### config.mk
export PLATFORM = sky130hd
export DESIGN_NAME = sdram_pwr_seq
export DESIGN_NICKNAME = d
export VERILOG_FILES = /design/src/rtl/sdram_pwr_pkg.sv /design/src/rtl/sdram_row_credit.sv /design/src/rtl/sdram_wait_ctr.sv /design/src/rtl/sdram_pwr_seq.sv
export SDC_FILE = /design/constraint.sdc
export NUM_CORES = 1
export LEC_CHECK = 0
export BUFFER_PORTS_ARGS = -buffer_cell sky130_fd_sc_hd__buf_2
export CORE_ASPECT_RATIO = 1.5
export CORE_UTILIZATION = 52
export CTS_CLUSTER_DIAMETER = 120
export DETAILED_ROUTE_END_ITERATION = 12
export MAX_ROUTING_LAYER = met4
export PLACE_DENSITY = 0.76
export REMOVE_ABC_BUFFERS = 1
export SETUP_SLACK_MARGIN = 0.5
export SLEW_MARGIN = 20
export SYNTH_ARGS = -nofsm -noshare
export SYNTH_HDL_FRONTEND = slang
export SYNTH_HIERARCHICAL = 1
export SYNTH_SLANG_ARGS = --single-unit
### constraint.sdc
create_clock -name clk -period 4.1 [get_ports clk]
set_input_delay 0.615 -clock clk [delete_from_list [all_inputs] [get_ports clk]]
set_output_delay 0.615 -clock clk [all_outputs]
set_load 0.01 [all_outputs]
### src/rtl/sdram_pwr_pkg.sv
package sdram_pwr_pkg;

  typedef enum logic [2:0] {
    CMD_NOP      = 3'd0,
    CMD_PRE_ALL  = 3'd1,
    CMD_REFRESH  = 3'd2,
    CMD_MODE     = 3'd3,
    CMD_EXT_MODE = 3'd4
  } sd_cmd_e;

  typedef enum logic [3:0] {
    S_IDLE,
    S_PRE_W,
    S_REF_W,
    S_MODE_W,
    S_SELF,
    S_EXIT_W,
    S_PD,
    S_ACK
  } seq_state_e;

  typedef enum logic [1:0] {
    TGT_REF,
    TGT_SELF,
    TGT_RST,
    TGT_MODE
  } seq_tgt_e;

  function automatic logic [3:0] burst_rows(input logic [1:0] sel);
    case (sel)
      2'b00:   return 4'd1;
      2'b01:   return 4'd4;
      default: return 4'd8;
    endcase
  endfunction

endpackage

### src/rtl/sdram_row_credit.sv
module sdram_row_credit #(
  parameter int ROW_INT_CYC = 390,
  parameter int MAX_OWED    = 16,
  parameter int CW          = $clog2(MAX_OWED + 1)
) (
  input  logic          clk,
  input  logic          rst,
  input  logic          clr,
  input  logic          dec,
  input  logic [CW-1:0] need,
  output logic          due
);
  localparam int IW = (ROW_INT_CYC > 1) ? $clog2(ROW_INT_CYC) : 1;

  logic [IW-1:0] cnt;
  logic [CW-1:0] owed;
  logic [CW-1:0] owed_n;
  logic [CW:0]   sum;
  logic          tick;

  assign tick = (cnt == IW'(ROW_INT_CYC - 1));

  always_comb begin
    sum = {1'b0, owed} + {{CW{1'b0}}, tick};
    if (dec)
      sum = (sum >= {1'b0, need}) ? (sum - {1'b0, need}) : '0;
    if (sum > (CW+1)'(MAX_OWED))
      sum = (CW+1)'(MAX_OWED);
    owed_n = sum[CW-1:0];
  end

  always_ff @(posedge clk) begin
    if (rst || clr) begin
      cnt  <= '0;
      owed <= '0;
    end else begin
      cnt  <= tick ? '0 : cnt + 1'b1;
      owed <= owed_n;
    end
  end

  assign due = (need != '0) && (owed >= need);

endmodule

### src/rtl/sdram_wait_ctr.sv
module sdram_wait_ctr #(
  parameter int W = 3
) (
  input  logic         clk,
  input  logic         rst,
  input  logic         load,
  input  logic [W-1:0] val,
  output logic         zero
);
  logic [W-1:0] cnt;

  always_ff @(posedge clk) begin
    if (rst)
      cnt <= '0;
    else if (load)
      cnt <= val;
    else if (cnt != '0)
      cnt <= cnt - 1'b1;
  end

  assign zero = (cnt == '0);

endmodule

### src/rtl/sdram_pwr_seq.sv
module sdram_pwr_seq
  import sdram_pwr_pkg::*;
#(
  parameter int ADDR_W      = 13,
  parameter int AP_BIT      = 10,
  parameter int ROW_INT_CYC = 390,
  parameter int MAX_OWED    = 16,
  parameter int TRP         = 3,
  parameter int TRFC        = 7,
  parameter int TXSR        = 8,
  parameter int TMRD        = 2
) (
  input  logic              clk,
  input  logic              rst,
  input  logic [1:0]        cfg_burst_sel,
  input  logic              cfg_rst_protect,
  input  logic              cfg_pd_en,
  input  logic              cfg_emrs_sel,
  input  logic              sw_sref_set,
  input  logic              mode_load,
  input  logic [ADDR_W-1:0] mode_reg_val,
  input  logic              acc_req,
  input  logic              bank_open,
  input  logic              warm_rst_req,
  output logic              acc_grant,
  output logic              refresh_busy,
  output logic              rst_ack,
  output logic              idle,
  output logic              sd_cke,
  output logic [2:0]        sd_cmd,
  output logic [ADDR_W-1:0] sd_addr
);
  localparam int T1   = (TRP > TRFC) ? TRP : TRFC;
  localparam int T2   = (TXSR > TMRD) ? TXSR : TMRD;
  localparam int TMAX = (T1 > T2) ? T1 : T2;
  localparam int WW   = $clog2(TMAX + 1);
  localparam int CW   = $clog2(MAX_OWED + 1);
  localparam logic [ADDR_W-1:0] PRE_ADDR =
    (AP_BIT < ADDR_W) ? (ADDR_W'(1) << AP_BIT) : '0;

  seq_state_e        state, n_state;
  seq_tgt_e          tgt, n_tgt;
  sd_cmd_e           cmd_q, n_cmd;
  logic [ADDR_W-1:0] addr_q, n_addr;
  logic              cke_q, n_cke;
  logic              busy_q, n_busy;
  logic              grant_q, n_grant;
  logic              rack_q, n_rack;
  logic              idle_q, n_idle;
  logic [2:0]        rows_left, n_rows;
  logic              sr_sw, n_srsw;
  logic              mrs_pend, n_mrsp;
  logic              sr_keep, n_keep;

  logic              wl;
  logic [WW-1:0]     wv;
  logic              wzero;
  logic              done_c;
  logic              due;
  logic [3:0]        blen;
  logic              start;
  seq_tgt_e          start_tgt;
  logic              fire;
  seq_tgt_e          fire_tgt;
  logic              wake_pd;

  assign blen = burst_rows(cfg_burst_sel);

  sdram_row_credit #(
    .ROW_INT_CYC(ROW_INT_CYC),
    .MAX_OWED   (MAX_OWED),
    .CW         (CW)
  ) u_credit (
    .clk (clk),
    .rst (rst),
    .clr (state == S_SELF),
    .dec (done_c),
    .need(CW'(blen)),
    .due (due)
  );

  sdram_wait_ctr #(.W(WW)) u_wait (
    .clk (clk),
    .rst (rst),
    .load(wl),
    .val (wv),
    .zero(wzero)
  );

  assign wake_pd = warm_rst_req | due | sr_sw | mrs_pend | acc_req | ~cfg_pd_en;

  always_comb begin
    n_state   = state;
    n_tgt     = tgt;
    n_cmd     = CMD_NOP;
    n_addr    = addr_q;
    n_cke     = cke_q;
    n_busy    = busy_q;
    n_grant   = 1'b0;
    n_rack    = rack_q;
    n_idle    = idle_q;
    n_rows    = rows_left;
    n_srsw    = sr_sw | sw_sref_set;
    n_mrsp    = mrs_pend | mode_load;
    n_keep    = sr_keep;
    wl        = 1'b0;
    wv        = '0;
    done_c    = 1'b0;
    start     = 1'b0;
    start_tgt = TGT_REF;
    fire      = 1'b0;
    fire_tgt  = tgt;

    case (state)
      S_IDLE: begin
        if (warm_rst_req) begin
          if (cfg_rst_protect) begin
            start     = 1'b1;
            start_tgt = TGT_RST;
          end else begin
            n_rack  = 1'b1;
            n_state = S_ACK;
          end
        end else if (due) begin
          n_busy    = 1'b1;
          start     = 1'b1;
          start_tgt = TGT_REF;
        end else if (sr_sw) begin
          start     = 1'b1;
          start_tgt = TGT_SELF;
        end else if (mrs_pend) begin
          start     = 1'b1;
          start_tgt = TGT_MODE;
        end else if (acc_req) begin
          n_grant = 1'b1;
        end else if (cfg_pd_en) begin
          n_cke   = 1'b0;
          n_idle  = 1'b1;
          n_state = S_PD;
        end
      end
      S_PRE_W: begin
        if (wzero) begin
          fire     = 1'b1;
          fire_tgt = tgt;
        end
      end
      S_REF_W: begin
        if (wzero) begin
          if (rows_left != 3'd0) begin
            n_rows = rows_left - 3'd1;
            n_cmd  = CMD_REFRESH;
            n_addr = '0;
            wl     = 1'b1;
            wv     = WW'(TRFC - 1);
          end else begin
            n_busy  = 1'b0;
            done_c  = 1'b1;
            n_state = S_IDLE;
          end
        end
      end
      S_MODE_W: begin
        if (wzero)
          n_state = S_IDLE;
      end
      S_SELF: begin
        n_rack = sr_keep;
        if (!sr_keep && acc_req) begin
          n_cke   = 1'b1;
          wl      = 1'b1;
          wv      = WW'(TXSR - 1);
          n_state = S_EXIT_W;
        end
      end
      S_EXIT_W: begin
        if (wzero)
          n_state = S_IDLE;
      end
      S_PD: begin
        if (wake_pd) begin
          n_cke   = 1'b1;
          n_idle  = 1'b0;
          n_state = S_IDLE;
        end
      end
      S_ACK: begin
        n_rack = 1'b1;
      end
      default: n_state = S_IDLE;
    endcase

    if (start) begin
      if (bank_open) begin
        n_cmd   = CMD_PRE_ALL;
        n_addr  = PRE_ADDR;
        n_tgt   = start_tgt;
        wl      = 1'b1;
        wv      = WW'(TRP - 1);
        n_state = S_PRE_W;
      end else begin
        fire     = 1'b1;
        fire_tgt = start_tgt;
      end
    end

    if (fire) begin
      case (fire_tgt)
        TGT_REF: begin
          n_cmd   = CMD_REFRESH;
          n_addr  = '0;
          n_rows  = 3'(blen - 4'd1);
          wl      = 1'b1;
          wv      = WW'(TRFC - 1);
          n_state = S_REF_W;
        end
        TGT_SELF, TGT_RST: begin
          n_cmd   = CMD_REFRESH;
          n_addr  = '0;
          n_cke   = 1'b0;
          n_keep  = (fire_tgt == TGT_RST);
          if (fire_tgt == TGT_SELF)
            n_srsw = sw_sref_set;
          n_state = S_SELF;
        end
        default: begin
          n_cmd   = cfg_emrs_sel ? CMD_EXT_MODE : CMD_MODE;
          n_addr  = mode_reg_val;
          n_mrsp  = mode_load;
          wl      = 1'b1;
          wv      = WW'(TMRD - 1);
          n_state = S_MODE_W;
        end
      endcase
    end
  end

  always_ff @(posedge clk) begin
    if (rst) begin
      state     <= S_IDLE;
      tgt       <= TGT_REF;
      cmd_q     <= CMD_NOP;
      addr_q    <= '0;
      cke_q     <= 1'b1;
      busy_q    <= 1'b0;
      grant_q   <= 1'b0;
      rack_q    <= 1'b0;
      idle_q    <= 1'b0;
      rows_left <= '0;
      sr_sw     <= 1'b0;
      mrs_pend  <= 1'b0;
      sr_keep   <= 1'b0;
    end else begin
      state     <= n_state;
      tgt       <= n_tgt;
      cmd_q     <= n_cmd;
      addr_q    <= n_addr;
      cke_q     <= n_cke;
      busy_q    <= n_busy;
      grant_q   <= n_grant;
      rack_q    <= n_rack;
      idle_q    <= n_idle;
      rows_left <= n_rows;
      sr_sw     <= n_srsw;
      mrs_pend  <= n_mrsp;
      sr_keep   <= n_keep;
    end
  end

  assign sd_cmd       = cmd_q;
  assign sd_addr      = addr_q;
  assign sd_cke       = cke_q;
  assign refresh_busy = busy_q;
  assign acc_grant    = grant_q;
  assign rst_ack      = rack_q;
  assign idle         = idle_q;

endmodule

==> reports/summary.log, run 1 <==
qor: setup_path.endpoint_kind flip-flop
qor: detailed_routing.route.detailed.wl_per_inst 15.7 um
qor: floorplanning.core_area 5830 um2
qor: synthesis.ys_seq_elements 51
qor: clock_network.post-cts-setup-buffers 0
qor: synthesis.most_frequently_used_flop_master_after_synthesis sky130_fd_sc_hd__dfxtp_1
qor: timing.setup_repair_after_global_routing_missed_its_margin true
qor: detailed_routing.route.detailed.drc 0
qor: floorplanning.die_w 65.8 um
qor: synthesis.yosysUniqueCellTypes 68
qor: global_routing.grt_pass1_vias 2867
qor: pwr.p_total 1.30 mW
qor: setup_path.crit_path_cell_trace buf_2, nor2b_1, inv_1, ha_1, nor2b_1, o21ai_1, a21oi_2, nor4_1, buf_4, nor4_4, mux2i_2, ha_1, o21ai_1, nand2_1, or2_2, o32ai_1
qor: timing.fmaxAchievable 0.288 GHz
qor: place.routabilityCongestion 0.897
qor: hold_path.hold_end sd_addr[8]
qor: final_layout.final_util 62.1%
qor: setup_path.max_stage_delay 350 ps
qor: final_layout.multiInputGateArea 2020 um2
qor: clock_network.path_clk_slew 100 ps
qor: clock_network.root_buffer sky130_fd_sc_hd__clkbuf_8
qor: synthesis.postSynth.asyncResetShare 0%
qor: detailed_routing.vias 2960
qor: detailed_routing.detail_route.iter0.violations 97
qor: setup_path.timing.critical_path.slowest_stage_cell sky130_fd_sc_hd__or2_2
qor: final_layout.layout.cell_area.non_filler 3620 um2
qor: clock_network.clock_tree_from_tritoncts done
qor: final_layout.post_route_cells_drive_above_1_share 20.6%
qor: outcome.outcome completed
qor: timing.slew_headroom 51.0%
qor: hold_path.hold_path_depth 2
qor: setup_path.critPathRequiredTime 4310 ps
qor: synthesis.postSynthAreaPerCell 8.53 um2
qor: pwr.static_leak 1.46 nW
qor: floorplanning.row_count 34
qor: place.hpwl_after_dpl 5860 um
qor: pwr.irDropWorstVdd 0.321 mV
qor: timing.clock-skew-final 8.05 ps
qor: place.quantity_of_i_o_buffers_inserted_on_ports 45
qor: synthesis.synthesis.yosys.warnings 6
qor: timing.setup_viol 0
qor: final_layout.num_antenna_cells 0
qor: timing.timing_hold_violations_final 0
qor: setup_path.classification_of_the_worst_setup_path input port to flip-flop
qor: clock_network.cts_htree_levels 2
qor: final_layout.n_fill_cell 515
qor: clock_network.ctsLongestPathBuffers 2
qor: setup_path.worst-r2r-cell-count 13
qor: global_routing.grt_remaining_overflow 0
qor: detailed_routing.routed_via_density 6.04
qor: global_routing.first_pass_grt_wire_length 12600 um
qor: detailed_routing.detail_route.wirelength 7680 um
qor: setup_path.cp_data_arrival_time 3680 ps
qor: synthesis.synth_sequential_area_ratio 32.2%
qor: floorplanning.initial_core_util 54.5%
qor: timing.post-route-min-period 3470 ps
qor: clock_network.worst_skew_pair.late_latency 300 ps
qor: clock_network.cts.sinks 51
qor: timing.slew_violations 0
qor: global_routing.initial_antenna_violation_count 0
qor: place.post_dp_cell_area 3480 um2
qor: synthesis.synth_edf_count 0
qor: setup_path.path_max_fanout 6
qor: floorplanning.die_h 97.7 um
qor: setup_path.reg2reg_from u_credit/cnt[0]
qor: pwr.power.density_cell_area 360 nW/um2
qor: job.drv.max_cap_violation_count 0
qor: setup_path.worst_r2r_endpoint u_credit/owed[2]
qor: hold_path.min-delay-path-class flip-flop to flip-flop
qor: timing.worstMarginPinSlew 733 ps
qor: global_routing.grt_start_max_net_pins 38
qor: detailed_routing.ant_nets 0
qor: timing.finalSetupTns 0 ps
qor: setup_path.start_kind input port
qor: hold_path.hold_path_startpoint sd_addr[8]
qor: timing.final.period_utilization 84.6%
qor: detailed_routing.drt-pass1-iter-count 4
qor: clock_network.cts_made_buffers 5
qor: global_routing.grt_usage 25.5%
qor: synthesis.synth_cells 372
qor: floorplanning.design.portCount 46
qor: final_layout.register_area 1020 um2
qor: final_layout.layout.nets 464
qor: setup_path.r2r_slack 780 ps
qor: final_layout.area_delta_synth_final 14.1%
qor: synthesis.syn-cell-area 3170 um2
qor: floorplanning.floorplan.die_area 6430 um2
## synthesized netlist by cell type (all sizes together), types with 4 or more instances
cell type,number,area [um2]
xnor2,5,43.8
nor3,13,70.1
buf,6,33.8
nor2b,11,68.8
a31oi,5,31.3
nand4,18,113
o211ai,19,148
nor4,7,65.1
nand2b,11,68.8
and3,4,35.0
a21oi,25,125
ha,21,263
nand2,10,37.5
inv,23,86.3
xor2,9,78.8
o22ai,4,25.0
nor2,33,124
nand3,10,60.1
clkbuf,15,56.3
o21ai,13,65.1
or4,4,30.0
dfxtp,51,1020
## critical path: cells and delay by family
| family | cells | cell delay, ps |
|---|---|---|
| muxes | 1 | 340 |
| adders and majority gates | 2 | 570 |
| and+or+nand+nor | 6 | 1190 |
| buffers and inverters | 3 | 370 |
| AOI/OAI and AO/OA | 4 | 580 |
## per-layer routing
layer / GRT usage, % / part of all wire, % / up-vias
li1: - / - / 1461
met1: 28.9 / 41 / 1395
met2: 44.0 / 53 / 85
met3: 3.05 / 4.0 / 19
met4: 10.0 / 2.5 / 0
met5: - / 0 / -
## cells by family after synthesis
| family | count (synthesis) | share of synthesized area, % |
|---|---|---|
| buffers and inverters | 44 | 5.56 |
| AOI/OAI and AO/OA | 95 | 21.4 |
| DFF | 51 | 32.2 |
| muxes | 5 | 1.66 |
| adders and majority gates | 22 | 8.91 |
| other | 1 | 0.118 |
| and+or+nand+nor | 140 | 26.3 |
| xor gates and xnor gates | 14 | 3.86 |
## where the power goes
group	leakage [nW]	internal, mW	switching, mW
Clock	0.0587	0.185	0.171
Sequential	0.415	0.532	0.0394
Combinational	0.986	0.163	0.212
## how the worst max path moves through the flow
| stage | start | endpoint | slack, ps |
|---|---|---|---|
| after floorplan | cfg_burst_sel[0] | u_wait/cnt[3] | 110 |
| after global placement | cfg_burst_sel[1] | u_wait/cnt[3] | 420 |
| after detailed placement | cfg_burst_sel[1] | u_wait/cnt[3] | 220 |
| after CTS | cfg_burst_sel[1] | u_wait/cnt[3] | 510 |
| after global routing | cfg_burst_sel[1] | u_wait/cnt[3] | 270 |
| final | cfg_burst_sel[1] | u_wait/cnt[3] | 630 |
## flip-flops by register name (all words and copies together) (netlist names)
signal	cells
refresh_busy	1
sr_sw	1
u_credit/cnt	9
sd_addr	13
idle	1
mrs_pend	1
rows_left	3
rst_ack	1
u_credit/owed	5
u_wait/cnt	4
sd_cke	1
acc_grant	1
state	4
sr_keep	1
tgt	2
sd_cmd	3
## what timing repair did
item / CTS / global route
endpoints found under the setup margin: 0 / 20
hold buffers: 0 / 0
hold endpoints to repair: 0 / 0
gates resized for setup: 0 / 7
## cells in the final DEF, fill, tap and decap left out, drive strengths merged, types with 3 or more instances in the layout
cell / instances
buf: 53
dfxtp: 51
nor2: 33
a21oi: 25
inv: 24
ha: 21
o211ai: 19
nand4: 18
nor3: 13
o21ai: 13
nand2b: 11
nor2b: 11
nand2: 10
nand3: 10
xor2: 9
conb: 7
nor4: 7
a31oi: 5
xnor2: 5
clkbuf: 5
or4: 4
o22ai: 4
and3: 4
a211oi: 3
o221ai: 3
and4: 3
mux2i: 3
## metrics by stage
step / setup slack [ps] / cells / hold slack, ps
floorplan: 110 / 357 / 453
global placement: 420 / 482 / 455
detailed placement: 218 / 482 / 462
CTS: 514 / 490 / 476
global route: 274 / 490 / 501
finish: 632 / 490 / 473
## final cells by class
type	count	share of cell area [%]
clock buffers	5	1.90
clock inverters	3	1.31
inverters	23	2.38
multi-input cells	283	55.8
flip-flops and latches	51	28.2
well taps	72	2.49
repair buffers	53	7.88
(Power assumes the default switching activity.)
==> inputs of run 2 (changes only) <==
ABC_AREA = 1   (was default)
CORE_UTILIZATION = 55   (was 52)
PLACE_DENSITY = 0.77   (was 0.76)
clock period = 3.3 ns   (was 4.1 ns; I/O delays follow)
==> run 2 against run 1 <==
  * Sequential power is 25% higher
  * Worst setup slack worse by 180 ps
  * Utilization up 11 points
  * Die area fell by 2.5%
  * Critical path type unchanged
  * Largest cell class unchanged
==> reports/summary.log, run 2 <==
qor: clock_network.worst_skew_pair.late_latency 320 ps
qor: global_routing.initial_antenna_violation_count 0
qor: synthesis.syn-cell-area 3270 um2
qor: final_layout.mostFrequentLayoutCells sky130_fd_sc_hd__nand2_1 (75), sky130_fd_sc_hd__inv_1 (56), sky130_fd_sc_hd__nor2_1 (53)
qor: floorplanning.row_count 34
qor: place.quantity_of_i_o_buffers_inserted_on_ports 45
qor: hold_path.min-delay-path-class input port to flip-flop
qor: synthesis.synth_edf_count 0
qor: setup_path.endpoint_kind flip-flop
qor: clock_network.cts_htree_levels 2
qor: clock_network.cts.hold.buffers_added 0
qor: setup_path.path_max_fanout 3
qor: place.routabilityCongestion 0.920
qor: clock_network.clock_tree_from_tritoncts done
qor: clock_network.cts_made_buffers 5
qor: outcome.outcome completed
qor: pwr.power.density_cell_area 415 nW/um2
qor: detailed_routing.route.detailed.drc 0
qor: setup_path.start_kind input port
qor: synthesis.synth_sequential_area_ratio 31.2%
qor: timing.final.period_utilization 86.2%
qor: timing.clock-skew-final 8.41 ps
qor: detailed_routing.ant_nets 0
qor: clock_network.path_clk_slew 110 ps
qor: timing.worstMarginPinSlew 581 ps
qor: synthesis.synthesis.yosys.warnings 6
qor: floorplanning.core_area 5790 um2
qor: global_routing.grt_pass1_vias 3091
qor: timing.fmaxAchievable 0.351 GHz
qor: pwr.clockPowerShare 22.6%
qor: clock_network.cts.sinks 51
qor: timing.timing_hold_violations_final 0
qor: synthesis.post-synth-top-area-cell sky130_fd_sc_hd__dfxtp_1
qor: global_routing.first_pass_grt_wire_length 13300 um
qor: timing.slew_violations 0
qor: place.placed_cells_incl_taps 607
qor: place.post_dp_cell_area 3690 um2
qor: global_routing.grt_remaining_overflow 0
qor: job.drv.max_cap_violation_count 0
qor: global_routing.grt_start_max_net_pins 32
qor: global_routing.grt_usage 28.1%
qor: detailed_routing.vias 3386
qor: floorplanning.die_w 65.0 um
qor: floorplanning.design.portCount 46
qor: synthesis.postSynthAreaPerCell 6.86 um2
qor: synthesis.ys_seq_elements 51
qor: pwr.p_total 1.75 mW
qor: detailed_routing.routed_via_density 5.38
qor: timing.post-route-min-period 2850 ps
qor: final_layout.post_route_cells_drive_above_1_share 32.1%
qor: pwr.p_sw_share 38.9%
qor: pwr.power.internal 1.07 mW
qor: synthesis.most_frequently_used_flop_master_after_synthesis sky130_fd_sc_hd__dfxtp_1
qor: timing.slew_headroom 61.0%
qor: floorplanning.initial_core_util 56.6%
qor: synthesis.postSynth.asyncResetShare 0%
qor: clock_network.root_buffer sky130_fd_sc_hd__clkbuf_8
qor: synthesis.synthDominantCellAreaShare 31.2%
qor: floorplanning.floorplan.die_area 6270 um2
qor: setup_path.classification_of_the_worst_setup_path input port to flip-flop
qor: detailed_routing.detail_route.wirelength 8620 um
qor: clock_network.ctsLongestPathBuffers 2
qor: final_layout.layout_commonest_cell sky130_fd_sc_hd__nand2_1
qor: synthesis.synth_cells 477
qor: final_layout.final_cells 629
qor: pwr.sequentialPowerShare 40.7%
qor: synthesis.synth_top_cells_by_count sky130_fd_sc_hd__nand2_1 (83), sky130_fd_sc_hd__inv_1 (66), sky130_fd_sc_hd__nor2_1 (59), sky130_fd_sc_hd__dfxtp_1 (51), sky130_fd_sc_hd__a21oi_1 (41)
qor: timing.setup_repair_after_global_routing_missed_its_margin true
qor: setup_path.r2r_slack 470 ps
qor: detailed_routing.drt-pass1-iter-count 4
qor: timing.finalSetupTns 0 ps
qor: pwr.combPwrFrac 36.7%
qor: final_layout.layout.cell_area.non_filler 4210 um2
qor: pwr.static_leak 1.94 nW
qor: pwr.irDropWorstVdd 0.508 mV
qor: synthesis.yosysUniqueCellTypes 44
qor: synthesis.synth.most_common_cell sky130_fd_sc_hd__nand2_1
qor: setup_path.cp_data_arrival_time 3100 ps
qor: final_layout.final_util 72.8%
qor: timing.setup_viol 0
qor: synthesis.top_area_cells_in_the_synthesized_netlist sky130_fd_sc_hd__dfxtp_1 (31%), sky130_fd_sc_hd__nand2_1 (9.5%), sky130_fd_sc_hd__ha_1 (8.0%)
qor: final_layout.flip_flop_count_of_the_largest_register_after_layout 13
qor: final_layout.area_delta_synth_final 28.7%
qor: final_layout.layout.nets 603
qor: floorplanning.die_h 96.5 um
qor: final_layout.num_antenna_cells 0
qor: detailed_routing.route.detailed.wl_per_inst 13.7 um
qor: pwr.p_switching 681 uW
qor: setup_path.critPathRequiredTime 3550 ps
qor: place.hpwl_after_dpl 6110 um
qor: detailed_routing.detail_route.iter0.violations 142
qor: final_layout.n_fill_cell 482
run 2: cell types whose count changed in the layout (fill, tap and decap cells not counted), moves of 8 or more:
cell                       previous run  this run
sky130_fd_sc_hd__nand2_2              0        15
sky130_fd_sc_hd__nand2b_1            11         0
sky130_fd_sc_hd__nor2_1              32        53
sky130_fd_sc_hd__inv_2                0        15
sky130_fd_sc_hd__inv_1               23        56
sky130_fd_sc_hd__ha_4                 0         8
sky130_fd_sc_hd__ha_1                21        11
sky130_fd_sc_hd__nand2_1             10        75
sky130_fd_sc_hd__nand3_1              8        31
sky130_fd_sc_hd__nor2b_1             11         0
sky130_fd_sc_hd__buf_4                8        31
sky130_fd_sc_hd__a21oi_1             24        37
sky130_fd_sc_hd__o211ai_1            18         1
run 2: kinds of logic after synthesis:
family / share of synthesized area [%]
buffers and inverters: 10.5
flip-flops: 31.2
XOR/XNOR: 1.34
AND/OR/NAND/NOR: 37.3
AO/OA/AOI/OAI: 10.9
other: 0.115
adder cells (fa/ha/maj): 8.64
run 2: worst max-delay path: stages:
cell and delay [ps]:
sky130_fd_sc_hd__buf_6 100, sky130_fd_sc_hd__nor2_4 130, sky130_fd_sc_hd__ha_4 220, sky130_fd_sc_hd__inv_2 50, sky130_fd_sc_hd__nand2_2 50, sky130_fd_sc_hd__a21oi_2 130
sky130_fd_sc_hd__o21bai_1 70, sky130_fd_sc_hd__a21o_1 180, sky130_fd_sc_hd__a21oi_2 160, sky130_fd_sc_hd__a21oi_2 60, sky130_fd_sc_hd__buf_4 160, sky130_fd_sc_hd__o31ai_4 190
sky130_fd_sc_hd__or2_4 170, sky130_fd_sc_hd__o21ai_4 60, sky130_fd_sc_hd__inv_2 80, sky130_fd_sc_hd__ha_4 210, sky130_fd_sc_hd__inv_2 70, sky130_fd_sc_hd__nand2_2 60
sky130_fd_sc_hd__nand2_2 60, sky130_fd_sc_hd__nand3_2 60, sky130_fd_sc_hd__nand2_1 60, sky130_fd_sc_hd__nand2_1 50, sky130_fd_sc_hd__o21ai_1 70, sky130_fd_sc_hd__nand2_1 60
sky130_fd_sc_hd__a21oi_1 110
run 2: metrics by stage:
step	setup WS (ps)	hold WS (ps)
final	454	399
after global routing	259	421
after CTS	409	396
after detailed placement	-153	457
after global placement	-45.6	447
after floorplan	-47.2	424
run 2: cell type report:
class | count | area (um2) | area share (%)
clock buffer | 5 | 68.8 | 1.63
clock inverter | 3 | 27.5 | 0.653
inverter | 75 | 284 | 6.74
multi-input combinational | 345 | 2200 | 52.3
sequential | 51 | 1030 | 24.5
tap | 72 | 90.1 | 2.14
timing repair buffer | 78 | 510 | 12.1
run 2: layer usage:
layer	track usage, %	wire (um)	share of wire [%]	up-vias
met5	-	0	0	-
met4	10.9	299	3.5	0
met3	3.29	215	2.5	27
met2	53.7	4780	55	75
met1	28.6	3320	39	1586
li1	-	-	-	1698
run 2: power by group through the flow:
| stage | clock (mW) | sequential [mW] | combinational, mW |
|---|---|---|---|
| 2_1_floorplan | 0 | 0.716 | 0.377 |
| 3_3_place_gp | 0 | 0.720 | 0.529 |
| 3_5_place_dp | 0 | 0.723 | 0.541 |
| 4_1_cts | 0.402 | 0.710 | 0.601 |
| 5_1_grt | 0.428 | 0.720 | 0.717 |
| 6_report | 0.396 | 0.712 | 0.643 |
run 2: repair_timing:
| action | 4_1_cts | 5_1_grt |
|---|---|---|
| setup endpoints to repair | 33 | 35 |
| gates resized for setup | 40 | 41 |
| hold endpoints to repair | 0 | 0 |
| gates cloned | 0 | 1 |
| setup buffers | 7 | 6 |
| pin swaps | 22 | 29 |
run 2: final timing paths:
kind | start | endpoint | cells past startpoint
min reg2reg | u_credit/cnt[0] | u_credit/cnt[0] | 1
max reg2reg | u_credit/owed[2] | u_wait/cnt[1] | 21
min | mode_load | mrs_pend | 3
max | cfg_burst_sel[0] | u_wait/cnt[1] | 25
